`src/rtl/slc_pkg.sv`:
```
package slc_pkg;

  // Sampled view of the four serial pins
  typedef struct packed {
    logic sclk;
    logic sdata;
    logic wr_n;
    logic ld_n;
  } ser_pins_t;

  // Value the synchronizer holds during reset: no edge is seen on release
  localparam ser_pins_t PINS_IDLE = '{sclk: 1'b0, sdata: 1'b0, wr_n: 1'b1, ld_n: 1'b1};

endpackage

```
`src/rtl/slc_rst_sync.sv`:
```
module slc_rst_sync #(
  parameter int STAGES = 2
) (
  input  logic clk,
  input  logic rst_n,
  output logic rst_sync_n
);

  logic [STAGES-1:0] chain_q;

  always_ff @(posedge clk or negedge rst_n) begin
    if (!rst_n) begin
      chain_q <= '0;
    end else begin
      chain_q <= {chain_q[STAGES-2:0], 1'b1};
    end
  end

  assign rst_sync_n = chain_q[STAGES-1];

endmodule

```
`src/rtl/slc_serial_rx.sv`:
```
module slc_serial_rx
  import slc_pkg::*;
#(
  parameter int WORD_W      = 8,
  parameter int SYNC_STAGES = 2
) (
  input  logic              clk,
  input  logic              rst_n,
  input  ser_pins_t         pins_i,
  output logic              word_vld_o,
  output logic [WORD_W-1:0] word_o
);

  localparam int              CNT_W    = $clog2(WORD_W + 2);
  localparam logic [CNT_W-1:0] CNT_FULL = CNT_W'(WORD_W);
  localparam logic [CNT_W-1:0] CNT_SAT  = CNT_W'(WORD_W + 1);

  ser_pins_t sync_q [SYNC_STAGES];
  ser_pins_t prev_q;
  ser_pins_t cur;

  logic              ld_rise;
  logic              sclk_fall;
  logic              shift_en;
  logic [WORD_W-1:0] sh_q, sh_d;
  logic [CNT_W-1:0]  cnt_q, cnt_d;

  // Pin synchronizer plus one delayed copy for edge detection
  always_ff @(posedge clk or negedge rst_n) begin
    if (!rst_n) begin
      for (int i = 0; i < SYNC_STAGES; i++) sync_q[i] <= PINS_IDLE;
      prev_q <= PINS_IDLE;
    end else begin
      sync_q[0] <= pins_i;
      for (int i = 1; i < SYNC_STAGES; i++) sync_q[i] <= sync_q[i-1];
      prev_q <= cur;
    end
  end

  assign cur       = sync_q[SYNC_STAGES-1];
  assign ld_rise   = !prev_q.ld_n && cur.ld_n;
  assign sclk_fall = prev_q.sclk && !cur.sclk;
  // Load wins over a coincident shift; shifting only while selected
  assign shift_en  = sclk_fall && !cur.wr_n && !ld_rise;

  always_comb begin
    sh_d  = sh_q;
    cnt_d = cnt_q;
    if (ld_rise) begin
      cnt_d = '0;
    end else if (shift_en) begin
      sh_d = {sh_q[WORD_W-2:0], cur.sdata};
      if (cnt_q != CNT_SAT) cnt_d = cnt_q + 1'b1;
    end
  end

  always_ff @(posedge clk or negedge rst_n) begin
    if (!rst_n) begin
      sh_q  <= '0;
      cnt_q <= '0;
    end else begin
      if (shift_en)            sh_q  <= sh_d;
      if (shift_en || ld_rise) cnt_q <= cnt_d;
    end
  end

  // Only a frame of exactly WORD_W bits is handed on
  assign word_vld_o = ld_rise && (cnt_q == CNT_FULL);
  assign word_o     = sh_q;

  assert_cnt_bound_R3: assert property (@(posedge clk) disable iff (!rst_n)
    cnt_q <= CNT_SAT);

  assert_frame_restart_R3: assert property (@(posedge clk) disable iff (!rst_n)
    ld_rise |=> (cnt_q == '0));

  assert_deselect_hold_R2: assert property (@(posedge clk) disable iff (!rst_n)
    (sclk_fall && cur.wr_n) |=> $stable(sh_q));

endmodule

```
`src/rtl/slc_reg_bank.sv`:
```
module slc_reg_bank #(
  parameter int WORD_W = 8,
  parameter int ATT_W  = 7,
  parameter int GAIN_W = 5,
  parameter int NUM_CH = 6,
  parameter int SEL_W  = 3
) (
  input  logic                     clk,
  input  logic                     rst_n,
  input  logic                     word_vld_i,
  input  logic [WORD_W-1:0]        word_i,
  output logic [ATT_W-1:0]         master_o,
  output logic [NUM_CH*GAIN_W-1:0] gain_o
);

  localparam logic [SEL_W-1:0] SEL_LAST = SEL_W'(NUM_CH);

  logic             is_addr;
  logic [SEL_W-1:0] sel;
  logic             sel_ok;
  logic             apply;
  logic             pend_q, pend_d;
  logic [SEL_W-1:0] tgt_q, tgt_d;
  logic             master_we;
  logic [NUM_CH-1:0] chan_we;
  logic [ATT_W-1:0] master_q, master_d;

  assign is_addr = word_i[WORD_W-1];
  assign sel     = word_i[SEL_W-1:0];
  assign sel_ok  = (sel <= SEL_LAST);
  assign apply   = word_vld_i && !is_addr && pend_q;

  // Pending target: set by a valid address, kept on an out-of-range one,
  // cleared by any data word
  always_comb begin
    pend_d = pend_q;
    tgt_d  = tgt_q;
    if (word_vld_i) begin
      if (is_addr) begin
        if (sel_ok) begin
          pend_d = 1'b1;
          tgt_d  = sel;
        end
      end else begin
        pend_d = 1'b0;
      end
    end
  end

  always_ff @(posedge clk or negedge rst_n) begin
    if (!rst_n) begin
      pend_q <= 1'b0;
      tgt_q  <= '0;
    end else if (word_vld_i) begin
      pend_q <= pend_d;
      tgt_q  <= tgt_d;
    end
  end

  // Master attenuation register
  assign master_we = apply && (tgt_q == '0);

  always_comb begin
    master_d = master_we ? word_i[ATT_W-1:0] : master_q;
  end

  always_ff @(posedge clk or negedge rst_n) begin
    if (!rst_n) begin
      master_q <= '1;
    end else if (master_we) begin
      master_q <= master_d;
    end
  end

  assign master_o = master_q;

  // Channel gain registers, low GAIN_W bits of the data word only
  for (genvar g = 0; g < NUM_CH; g++) begin : g_chan
    logic [GAIN_W-1:0] gain_q, gain_d;

    assign chan_we[g] = apply && (tgt_q == SEL_W'(g + 1));

    always_comb begin
      gain_d = chan_we[g] ? word_i[GAIN_W-1:0] : gain_q;
    end

    always_ff @(posedge clk or negedge rst_n) begin
      if (!rst_n) begin
        gain_q <= '0;
      end else if (chan_we[g]) begin
        gain_q <= gain_d;
      end
    end

    assign gain_o[g*GAIN_W +: GAIN_W] = gain_q;
  end

  assert_single_target_R5: assert property (@(posedge clk) disable iff (!rst_n)
    $onehot0({chan_we, master_we}));

  assert_levels_hold_R3: assert property (@(posedge clk) disable iff (!rst_n)
    !word_vld_i |=> ($stable(master_o) && $stable(gain_o)));

  assert_data_consumes_R6: assert property (@(posedge clk) disable iff (!rst_n)
    (word_vld_i && !is_addr) |=> !pend_q);

  assert_bad_addr_keeps_R4: assert property (@(posedge clk) disable iff (!rst_n)
    (word_vld_i && is_addr && !sel_ok) |=> ($stable(pend_q) && $stable(tgt_q)));

  assert_addr_arms_R7: assert property (@(posedge clk) disable iff (!rst_n)
    (word_vld_i && is_addr && sel_ok) |=> pend_q);

endmodule

```
`src/rtl/slc_net_calc.sv`:
```
module slc_net_calc #(
  parameter int ATT_W  = 7,
  parameter int GAIN_W = 5,
  parameter int NUM_CH = 6,
  parameter int NET_W  = 8
) (
  input  logic [ATT_W-1:0]         master_i,
  input  logic [NUM_CH*GAIN_W-1:0] gain_i,
  output logic [NUM_CH*NET_W-1:0]  net_o
);

  // Gain minus attenuation, wrapped into NET_W-bit two's complement
  for (genvar g = 0; g < NUM_CH; g++) begin : g_net
    assign net_o[g*NET_W +: NET_W] =
      NET_W'(gain_i[g*GAIN_W +: GAIN_W]) - NET_W'(master_i);
  end

endmodule

```
`src/rtl/serial_level_ctl.sv`:
```
module serial_level_ctl
  import slc_pkg::*;
#(
  parameter int WORD_W      = 8,
  parameter int ATT_W       = 7,
  parameter int GAIN_W      = 5,
  parameter int NUM_CH      = 6,
  parameter int SEL_W       = 3,
  parameter int SYNC_STAGES = 2,
  localparam int NET_W      = ((ATT_W > GAIN_W) ? ATT_W : GAIN_W) + 1
) (
  input  logic                     clk,
  input  logic                     rst_n,
  input  logic                     sclk_i,
  input  logic                     sdata_i,
  input  logic                     wr_n_i,
  input  logic                     ld_n_i,
  output logic [ATT_W-1:0]         master_att_o,
  output logic [NUM_CH*GAIN_W-1:0] chan_gain_o,
  output logic [NUM_CH*NET_W-1:0]  chan_net_o
);

  localparam int NET_LO = -((1 << ATT_W) - 1);
  localparam int NET_HI = (1 << GAIN_W) - 1;

  logic              rst_sync_n;
  ser_pins_t         pins;
  logic              word_vld;
  logic [WORD_W-1:0] word;

  assign pins.sclk  = sclk_i;
  assign pins.sdata = sdata_i;
  assign pins.wr_n  = wr_n_i;
  assign pins.ld_n  = ld_n_i;

  slc_rst_sync #(.STAGES(2)) u_rst (
    .clk        (clk),
    .rst_n      (rst_n),
    .rst_sync_n (rst_sync_n)
  );

  slc_serial_rx #(.WORD_W(WORD_W), .SYNC_STAGES(SYNC_STAGES)) u_rx (
    .clk        (clk),
    .rst_n      (rst_sync_n),
    .pins_i     (pins),
    .word_vld_o (word_vld),
    .word_o     (word)
  );

  slc_reg_bank #(
    .WORD_W (WORD_W),
    .ATT_W  (ATT_W),
    .GAIN_W (GAIN_W),
    .NUM_CH (NUM_CH),
    .SEL_W  (SEL_W)
  ) u_bank (
    .clk        (clk),
    .rst_n      (rst_sync_n),
    .word_vld_i (word_vld),
    .word_i     (word),
    .master_o   (master_att_o),
    .gain_o     (chan_gain_o)
  );

  slc_net_calc #(
    .ATT_W  (ATT_W),
    .GAIN_W (GAIN_W),
    .NUM_CH (NUM_CH),
    .NET_W  (NET_W)
  ) u_net (
    .master_i (master_att_o),
    .gain_i   (chan_gain_o),
    .net_o    (chan_net_o)
  );

  for (genvar g = 0; g < NUM_CH; g++) begin : g_chk
    assert_net_range_R8: assert property (@(posedge clk) disable iff (!rst_sync_n)
      (int'($signed(chan_net_o[g*NET_W +: NET_W])) >= NET_LO) &&
      (int'($signed(chan_net_o[g*NET_W +: NET_W])) <= NET_HI));
  end

endmodule

```
`config.mk`:
```
export PLATFORM = sky130hd
export DESIGN_NAME = serial_level_ctl
export DESIGN_NICKNAME = d
export VERILOG_FILES = /design/src/rtl/slc_pkg.sv /design/src/rtl/slc_rst_sync.sv /design/src/rtl/slc_serial_rx.sv /design/src/rtl/slc_reg_bank.sv /design/src/rtl/slc_net_calc.sv /design/src/rtl/serial_level_ctl.sv
export SDC_FILE = /design/constraint.sdc
export NUM_CORES = 1
export LEC_CHECK = 0
export BUFFER_PORTS_ARGS = -buffer_cell sky130_fd_sc_hd__buf_2
export CORE_MARGIN = 5
export CORE_UTILIZATION = 32
export DETAILED_ROUTE_END_ITERATION = 7
export PLACE_DENSITY = 0.5
export SYNTH_ARGS = -nofsm -noshare
export SYNTH_HDL_FRONTEND = slang
export SYNTH_HIERARCHICAL = 1
export SYNTH_SLANG_ARGS = --single-unit
```
`constraint.sdc`:
```
create_clock -name clk -period 2.6 [get_ports clk]
set_input_delay 0.26 -clock clk [delete_from_list [all_inputs] [get_ports clk]]
set_output_delay 0.26 -clock clk [all_outputs]
set_load 0.02 [all_outputs]
```
==> out/summary.txt, run 1 <==
Status: finished with violations
Failing checks: negative setup slack
Maximum vdd ir drop: 0.349 mV
Flops & latches, synth: 65
Most common cell after layout, fill and taps aside: buf_2
Root Buffer: clkbuf_16
Reg2reg end: u_bank/g_chan[4].gain_q[2]$_DFFE_PN0P_
Routed vias: 3257
Worst Hold Depth: 1
Avg Cell Area, Syn: 11.1 um2
Num CTS Buffers: 9
Top cells by area, synth: dfrtp_1 (33%), ha_1 (10%), mux2_2 (10%), dfstp_2 (7.8%), inv_1 (3.1%)
Sequential area share after synthesis: 0.406
Via density: 4.87
Leak pwr: 0.00277 uW
Top Ports: 91
Number of global-route vias before repair: 3099
Post-detailed-route wirelength per cell: 16.5 um
Row count: 41
Design area: 0.00566 mm2
CP max FO: 4
CTS tree: done
Hold WS: 0.0326 ns
Sequential power share: 0.510
Diode count: 0
DR iter-0 viols: 102
Clk sinks: 65
Die Y-Extent: 122 um
Hold Violations, Final: 0
Gr ovfl total: 0
GPL Wtd Cong: 0.854
Die X: 122 um
# DRC: 0
Max-slew violation count: 0
DRT antenna net count: 0
Worst setup path category: reg2out
Min Tclk post-route: 2.65 ns
Largest net degree at the start of global routing: 34
Layout area overhead: 39.8%
Required time of the worst setup path: 2.34 ns
Input/output buffers: 90
Area leader, netlist: dfrtp_1
Pint: 1820 uW
Reg2Reg Depth: 5
Placed cell areas: 0.00474 mm2
NetSw: 615 uW
RSZ-0062 raised after global routing: true
Clock buffer depth: 2
Sw Share: 0.253
Critical path endpoint category: primary output
Ys Warns: 6
Most frequent cells in the layout: buf_2 (78), dfrtp_1 (52), buf_4 (38), mux2_2 (36), inv_1 (28)
Total GRT Usage: 0.144
Synthesized area: 0.00405 mm2
Layout cells sized above 1: 0.511
Fin crit share: 1.02
Insertion delay to the later sink of the worst-skew pair: 0.33 ns
Final nets: 537
Core ar.: 0.0125 mm2
Setup ws final: -0.0476 ns
Mapped Cells: 365
Drt pass-1 iters: 4
Worst R2R Start: u_rx/cur[0]$_DFF_PN1_
Startpoint Class: register
Fmax: 378 MHz
Worst-path clk slew: 0.05 ns
Hold Path Class: in2reg
Max Clock Skew: 0.00637 ns
Setup violators final: 1
Initial antenna violation count: 0
Final Util: 0.452
Max Cap Violations: 0
Hold path startpoint: wr_n_i
Initial Util: 0.323
Mapped Nets: 410
Actual slew at the worst max-slew pin: 0.717 ns
Reg2reg setup slack: 0.44 ns
Max-slew headroom: 0.522
Combinational share of power: 0.036
PwrDens: 429 mW/mm2
WHS Endpoint: u_rx/sync_q[5]$_DFF_PN1_
Netlist cell types: 53
H-tree levels: 3
Top-area cell type share of the netlist area: 0.328
Clk pwr share: 0.454
Die area: 0.0150 mm2
Final HPWL DP: 7.77 mm
Drt total wl: 11.0 mm
Worst path arrival time: 2.39 ns
First-pass GRT wire length: 16.6 mm
## flip-flops by register name, indices dropped and copies added, names as in the netlist
signal / cells
u_rx/cnt_q: 4
u_bank/pend_q: 1
u_rst/chain_q: 2
u_bank/master_o: 7
u_rx/prev_q: 2
u_bank/g_chan.gain_q: 30
u_rx/word_o: 8
u_rx/sync_q: 4
u_rx/cur: 4
u_bank/tgt_q: 3
## Yosys cell counts (all sizes together)
cell type / instances
dfrtp: 53
mux2: 46
inv: 34
ha: 33
a21oi: 20
nand3: 16
o21ai: 15
nor2: 13
dfstp: 12
nor2b: 12
o21a: 12
xnor2: 10
xor2: 8
fa: 6
nand2: 6
nor4: 6
o211ai: 6
buf: 5
o31a: 5
or3: 5
a311oi: 4
clkbuf: 4
nor3: 4
a21o: 3
nand3b: 3
o21bai: 3
o22a: 3
nand2b: 2
nor3b: 2
or3b: 2
a211oi: 1
a21boi: 1
a221o: 1
a311o: 1
a31oi: 1
and2: 1
and3b: 1
and4b: 1
conb: 1
nand4: 1
o2111ai: 1
o31ai: 1
## layer usage
metal  wire length (um)  vias to the layer above  GRT usage  share of wire
li1                   -                     1568          -              -
met1               4860                     1608      0.191           0.44
met2               5400                       70      0.234           0.49
met3                621                       11     0.0341          0.056
met4                134                        0     0.0441          0.012
met5                  0                        -          0              0
## cells by family after synthesis
kind of cell             count (synthesis)  share of synthesized area
buffers and inverters                   43                     0.0442
other                                    1                   0.000926
multiplexers                            46                      0.135
XOR/XNOR                                18                     0.0389
AND/OR/NAND/NOR                         75                      0.113
flip-flops                              65                      0.406
AO/OA/AOI/OAI                           78                      0.130
adder cells (fa/ha/maj)                 39                      0.132
## stage by stage
step	cells	power [uW]	setup slack [ns]	setup TNS (ns)
floorplan	365	1240	0.0185	0
global placement	626	1340	0.248	0
detailed placement	626	1350	0.227	0
CTS	650	2480	-0.0682	-0.335
global route	669	2530	-0.115	-0.441
finish	669	2430	-0.0476	-0.0476
## worst max-delay path, cell delays in order (launching register included)
cell        delay [ns]
dfstp_2           0.55
clkinvlp_4        0.14
buf_6             0.15
ha_4              0.27
o21a_1            0.12
o31a_1            0.20
nor4_1            0.07
a311oi_1          0.33
buf_2             0.23
## worst max path at each step
| stage | end | cells after the start | slack (ns) | from |
|---|---|---|---|---|
| detailed placement | chan_net_o[37] | 7 | 0.23 | u_bank/master_o[3]$_DFFE_PN1P_ |
| CTS | chan_net_o[21] | 8 | -0.07 | u_bank/master_o[3]$_DFFE_PN1P_ |
| global route | chan_net_o[45] | 8 | -0.11 | u_bank/master_o[3]$_DFFE_PN1P_ |
| global placement | chan_net_o[37] | 7 | 0.25 | u_bank/master_o[3]$_DFFE_PN1P_ |
| floorplan | chan_net_o[37] | 6 | 0.02 | u_bank/master_o[1]$_DFFE_PN1P_ |
| finish | chan_net_o[45] | 8 | -0.05 | u_bank/master_o[3]$_DFFE_PN1P_ |
## final cells by class
| class | instances | area [um2] |
|---|---|---|
| fill | 1179 | 6860 |
| sequential | 65 | 1640 |
| multi-input combinational | 257 | 2580 |
| inverter | 34 | 138 |
| clock buffer | 13 | 260 |
| timing repair buffer | 125 | 811 |
| clock inverter | 3 | 15.0 |
| tap | 172 | 215 |
## timing repair
item | 4_1_cts | 5_1_grt
hold endpoints to repair | 2 | 0
endpoints found under the setup margin | 16 | 22
setup buffers | 7 | 19
hold buffers | 1 | 0
gates resized for setup | 26 | 53
pin swaps | 4 | 29
## power groups by stage
stage	clock (uW)	combinational, uW	sequential [uW]
after global routing	1180	98.5	1260
after detailed placement	0	88.6	1260
after global placement	0	84.5	1250
after CTS	1140	90.1	1240
after floorplan	0	94.9	1150
final	1100	87.7	1240
(Power assumes the default switching activity.)
==> run 2, diff against run 1 <==
- TNS_END_PERCENT: unset -> 30
==> run 2 against run 1 <==
  * The flow still finishes with violations (negative setup slack)
  * Via count is 0.83% lower
  * Clock skew is 0.0013 ns higher
  * Critical path depth stayed put
  * Flip-flop and latch count stayed put
  * Non-clock buffer count is 10 lower
  * Clock power hardly changed
  * Setup slack worse by 0.0041 ns
  * Final cell count is 1.5% lower
  * Largest cell class unchanged
  * Largest power group unchanged
==> out/summary.txt, run 2 (same netlist as run 1, synthesis figures left out) <==
Clk pwr share: 0.453 (about the same)
Startpoint Class: register
DR iter-0 viols: 124 (+22%)
Clock buffer depth: 2 (unchanged)
Sequential power share: 0.511 (about the same)
RSZ-0062 raised after global routing: true
DRT antenna net count: 0 (unchanged)
Fmax: 377 MHz (-0.16%)
Required time of the worst setup path: 2.34 ns (about the same)
Hold path startpoint: wr_n_i
Min Tclk post-route: 2.65 ns (+0.00412 ns)
Largest net degree at the start of global routing: 34 (unchanged)
Drt pass-1 iters: 4 (unchanged)
Insertion delay to the later sink of the worst-skew pair: 0.33 ns (about the same)
Final Util: 0.442 (-0.0103)
First-pass GRT wire length: 16.6 mm (about the same)
Largest register FFs: 30 (unchanged)
Drt total wl: 10.9 mm (-1.2%)
H-tree levels: 3 (unchanged)
Total GRT Usage: 0.144 (about the same)
Pint: 1820 uW (about the same)
Clk sinks: 65 (unchanged)
Layout area overhead: 36.7%
Top Ports: 91 (unchanged)
Max Cap Violations: 0 (unchanged)
Gr ovfl total: 0 (unchanged)
Actual slew at the worst max-slew pin: 0.712 ns (-0.00458 ns)
Failing checks: negative setup slack
Most common cell after layout, fill and taps aside: buf_2
Top reg by flops: u_bank/g_chan.gain_q
Max-slew headroom: 0.525 (+0.00306)
Combinational share of power: 0.036 (about the same)
Critical path endpoint category: primary output
Worst R2R Start: u_rx/cur[0]$_DFF_PN1_
Die X: 122 um (unchanged)
Final nets: 527 (-1.9%)
Post-detailed-route wirelength per cell: 16.5 um (+0.33%)
Routed vias: 3230 (-0.83%)
Diode count: 0 (unchanged)
Status: finished with violations
CTS tree: done
Via density: 4.90 (+0.68%)
Reg2Reg Depth: 5 (unchanged)
Row count: 41 (unchanged)
Most frequent cells in the layout: buf_2 (77), dfrtp_1 (52), mux2_2 (36), buf_4 (29), inv_1 (28)
Num CTS Buffers: 9 (unchanged)
Root Buffer: clkbuf_16
Core ar.: 0.0125 mm2 (unchanged)
Setup ws final: -0.0517 ns (-0.00412 ns)
Setup violators final: 1 (unchanged)
Layout cells sized above 1: 0.487 (-0.0244)
Die area: 0.0150 mm2 (unchanged)
Maximum vdd ir drop: 0.340 mV (-2.6%)
Hold Path Class: in2reg
PwrDens: 439 mW/mm2 (+2.3%)
# DRC: 0 (unchanged)
Hold Violations, Final: 0 (unchanged)
Fin crit share: 1.02 (+0.00158)
Leak pwr: 0.00271 uW (-2.4%)
Die Y-Extent: 122 um (unchanged)
Sw Share: 0.253 (-0.000369)
Final setup TNS: -0.0517 ns (-0.00412 ns)
Initial antenna violation count: 0 (unchanged)
Worst-path clk slew: 0.06 ns (about the same)
CP max FO: 4 (unchanged)
NetSw: 613 uW (-0.19%)
Final HPWL DP: 7.77 mm (unchanged)
CP Launch Point: u_bank/master_o[3]$_DFFE_PN1P_
Worst setup path category: reg2out
Max-slew violation count: 0 (unchanged)
Filler cells: 1194 (+1.3%)
Worst path arrival time: 2.39 ns (about the same)
Input/output buffers: 90 (unchanged)
GPL Wtd Cong: 0.854 (unchanged)
Max Clock Skew: 0.00767 ns (+0.00130 ns)
Worst Hold Depth: 1 (unchanged)
Number of global-route vias before repair: 3093 (-0.19%)
Initial Util: 0.323 (unchanged)
run 2: changes by cell type in the layout (fill, tap and decap cells not counted), sizes merged:
cell / before / now
buf: 124 / 114
run 2: power groups by stage:
| stage | Sequential [uW] | Clock (uW) | Combinational [uW] |
|---|---|---|---|
| after floorplan | 1150 | 0 | 94.9 |
| after global placement | 1250 | 0 | 84.5 |
| after detailed placement | 1260 | 0 | 88.6 |
| after CTS | 1240 | 1140 | 90.1 |
| after global routing | 1260 | 1180 | 98.5 |
| final | 1240 | 1100 | 87.6 |
run 2: final timing paths:
check | end | slack, ns
max reg2reg | u_bank/g_chan[4].gain_q[2]$_DFFE_PN0P_ | 0.43
min reg2reg | u_rx/sync_q[6]$_DFF_PN0_ | 0.32
min | u_rx/sync_q[5]$_DFF_PN1_ | 0.03
max | chan_net_o[45] | -0.05
max in group asynchronous | u_bank/master_o[1]$_DFFE_PN1P_ | 1.57
min in group asynchronous | u_rst/chain_q[0]$_DFF_PN0_ | 0.25
run 2: through the flow:
| stage | hold slack [ns] | cells | power (uW) | setup slack, ns | cell area, um2 |
|---|---|---|---|---|---|
| after floorplan | -0.0356 | 365 | 1240 | 0.0185 | 4060 |
| after global placement | 0.0461 | 626 | 1340 | 0.248 | 4740 |
| after detailed placement | 0.0501 | 626 | 1350 | 0.227 | 4740 |
| after global routing | 0.0235 | 659 | 2530 | -0.150 | 5530 |
| final | 0.0336 | 659 | 2430 | -0.0517 | 5530 |
| after CTS | 0.0166 | 650 | 2480 | -0.0682 | 5220 |
run 2: worst max-delay path, stage by stage, from the launching register on:
cell	delay (ns)
dfstp_2	0.55
clkinvlp_4	0.16
buf_6	0.16
ha_4	0.27
o21a_1	0.11
o31a_1	0.20
nor4_1	0.06
a311oi_1	0.32
buf_2	0.23
run 2: timing repair:
item / CTS / global route
setup buffers: 7 / 9
hold buffers: 1 / 0
gates resized for setup: 25 / 43
setup endpoints to repair: 16 / 22
pin swaps: 4 / 15
hold endpoints to repair: 2 / 0
run 2: routing by layer:
layer | vias to the layer above | track usage | wire length, um
li1 | 1550 | - | -
met1 | 1595 | 0.191 | 4730
met2 | 76 | 0.233 | 5360
met3 | 9 | 0.0341 | 676
met4 | 0 | 0.0441 | 121
met5 | - | 0 | 0
run 2: area by class of cell:
type,instances,area (um2),share of cell area
Clock buffer,13,260,0.0470
Clock inverter,3,15.0,0.00271
Inverter,34,135,0.0244
Multi-Input combinational cell,257,2530,0.458
Sequential cell,65,1640,0.297
Tap cell,172,215,0.0389
Timing Repair Buffer,115,729,0.132
==> run 3, diff against run 2 <==
- CORE_UTILIZATION: 32 -> 30
- PLACE_DENSITY: 0.5 -> 0.47
==> run 3 against run 2 <==
  * The run still ends with negative setup slack left
  * Total power grew 6.0%
  * Combinational power is 2% lower
  * Hold slack got worse by 0.0056 ns
  * Via count grew 0.34%
  * Clock skew shrank 0.0024 ns
  * Count of clock-buffer cells in the layout unchanged
  * Setup slack got worse by 0.011 ns
  * Final area increased by 1.7%
  * Critical endpoint unchanged
==> out/summary.txt, run 3 (same netlist as run 1, synthesis figures left out) <==
Root Buffer: clkbuf_16
# DRC: 0 (unchanged)
Die X: 126 um (+3.0%)
Drt pass-1 iters: 4 (unchanged)
First-pass GRT wire length: 17.9 mm (+7.5%)
CP max FO: 4 (unchanged)
Most common cell after layout, fill and taps aside: buf_2
Pre-CTS setup slack: 0.196 ns (-0.0314 ns)
Placed cell areas: 0.00474 mm2 (unchanged)
Design area: 0.00563 mm2 (+1.7%)
Hold Violations, Final: 0 (unchanged)
Worst path arrival time: 2.40 ns (about the same)
Max-slew headroom: 0.485 (-0.0407)
Final std cells w/o fill: 666 (+1.1%)
Register area: 0.00165 mm2 (+0.23%)
Clk sinks: 65 (unchanged)
DR iter-0 viols: 110 (-11%)
Worst-path cell chain: clkinvlp_4 > buf_4 > ha_4 > o21a_1 > o31a_1 > nor4_1 > a311oi_1 > buf_2
Initial Util: 0.306 (-0.0177)
Num CTS Buffers: 9 (unchanged)
Initial antenna violation count: 0 (unchanged)
Routed vias: 3241 (+0.34%)
Drt total wl: 10.9 mm (+0.56%)
GPL Wtd Cong: 0.846 (-0.83%)
Max Clock Skew: 0.00526 ns (-0.00242 ns)
Largest delay contributor family on the critical path: compound AO/OA/AOI/OAI gates
Reg2Reg Depth: 5 (unchanged)
Dpl cells: 631 (+0.80%)
Via density: 4.87 (-0.71%)
Maximum vdd ir drop: 0.265 mV (-22%)
Hold WS: 0.0280 ns (-0.00557 ns)
Diode count: 0 (unchanged)
Max-slew violation count: 0 (unchanged)
Die Y-Extent: 126 um (+3.0%)
Final HPWL DP: 7.91 mm (+1.8%)
Total GRT Usage: 0.142 (-0.00150)
Top Ports: 91 (unchanged)
Required time of the worst setup path: 2.34 ns (about the same)
Min Tclk post-route: 2.66 ns (+0.0108 ns)
Post-detailed-route wirelength per cell: 16.4 um (-0.50%)
Crit. path cell count: 8 (unchanged)
Input/output buffers: 90 (unchanged)
Failing checks: negative setup slack
Largest net degree at the start of global routing: 35 (+2.9%)
Startpoint Class: register
CTS tree: done
Area occupied by multi-input gates: 0.00255 mm2 (+0.79%)
Leak pwr: 0.00276 uW (+1.9%)
Fmax: 376 MHz (-0.41%)
Setup violators final: 5 (+4)
Fin crit share: 1.02 (+0.00417)
PwrDens: 457 mW/mm2 (+4.1%)
DRT antenna net count: 0 (unchanged)
Worst Hold Depth: 1 (unchanged)
Status: finished with violations
Hold Path Class: in2reg
Insertion delay to the later sink of the worst-skew pair: 0.33 ns (about the same)
Max Cap Violations: 0 (unchanged)
Critical path endpoint category: primary output
Row count: 42 (+2.4%)
Most frequent cells in the layout: buf_2 (76), dfrtp_1 (52), buf_4 (36), mux2_2 (36), inv_1 (30)
Clock buffer depth: 2 (unchanged)
Largest register FFs: 30 (unchanged)
CP max stage cell: dfstp_2
Worst setup path category: reg2out
H-tree levels: 3 (unchanged)
Final nets: 531 (+0.76%)
Filler cells: 1280 (+7.2%)
Actual slew at the worst max-slew pin: 0.773 ns (+0.0610 ns)
Gr ovfl total: 0 (unchanged)
Layout area overhead: 39.0%
Worst path max stage delay: 0.56 ns (about the same)
Crit path buffers/inverters: 3 (unchanged)
Layout cells sized above 1: 0.504 (+0.0174)
Die area: 0.0159 mm2 (+6.1%)
Setup ws final: -0.0626 ns (-0.0108 ns)
Worst-path clk slew: 0.05 ns (about the same)
Number of global-route vias before repair: 3321 (+7.4%)
RSZ-0062 raised after global routing: true
Top reg by flops: u_bank/g_chan.gain_q
Core ar.: 0.0132 mm2 (+5.8%)
run 3: final timing paths:
path	endpoint	startpoint	slack (ns)
worst max-delay path	chan_net_o[45]	u_bank/master_o[3]$_DFFE_PN1P_	-0.06
worst min-delay path	u_rx/sync_q[5]$_DFF_PN1_	wr_n_i	0.03
worst max register to register	u_bank/g_chan[4].gain_q[3]$_DFFE_PN0P_	u_rx/cur[0]$_DFF_PN1_	0.43
worst min register to register	u_bank/g_chan[0].gain_q[0]$_DFFE_PN0P_	u_rst/chain_q[1]$_DFF_PN0_	0.34
max in group asynchronous	u_bank/master_o[5]$_DFFE_PN1P_	u_rst/chain_q[1]$_DFF_PN0_	1.46
min in group asynchronous	u_rst/chain_q[0]$_DFF_PN0_	rst_n	0.25
run 3: area by class of cell:
cell class,count,share of cell area
clock inverter,2,0.00622
clock buffer,13,0.0498
multi-input combinational,257,0.454
tap,176,0.0391
timing repair buffer,119,0.134
inverter,34,0.0245
sequential,65,0.293
run 3: metal layers:
| metal | GRT usage | part of all wire | up-vias |
|---|---|---|---|
| met3 | 0.0313 | 0.043 | 14 |
| met4 | 0.0492 | 0.020 | 0 |
| li1 | - | - | 1558 |
| met2 | 0.245 | 0.50 | 79 |
| met5 | 0 | 0 | - |
| met1 | 0.176 | 0.43 | 1590 |
run 3: report_power, final:
group	total, uW	leakage [uW]	switching, uW	internal (uW)
combinational	86.2	0.00176	33.8	52.4
sequential	1240	0.000839	165	1070
clock	1250	0.000158	414	839
total	2570	0.00276	612	1960
run 3: per-stage QoR:
| step | utilization | setup TNS (ns) | power, uW |
|---|---|---|---|
| floorplan | - | 0 | 1240 |
| detailed placement | 0.358 | 0 | 1350 |
| CTS | 0.408 | -0.316 | 2630 |
| global route | 0.425 | -1.13 | 2690 |
| finish | 0.425 | -0.0840 | 2570 |
| global placement | 0.358 | 0 | 1340 |
run 3: timing repair:
action	CTS	global route
hold buffers	1	0
setup buffers	12	7
pin swaps	16	10
gates resized for setup	39	38
endpoints found under the hold margin	2	0
endpoints found under the setup margin	17	21
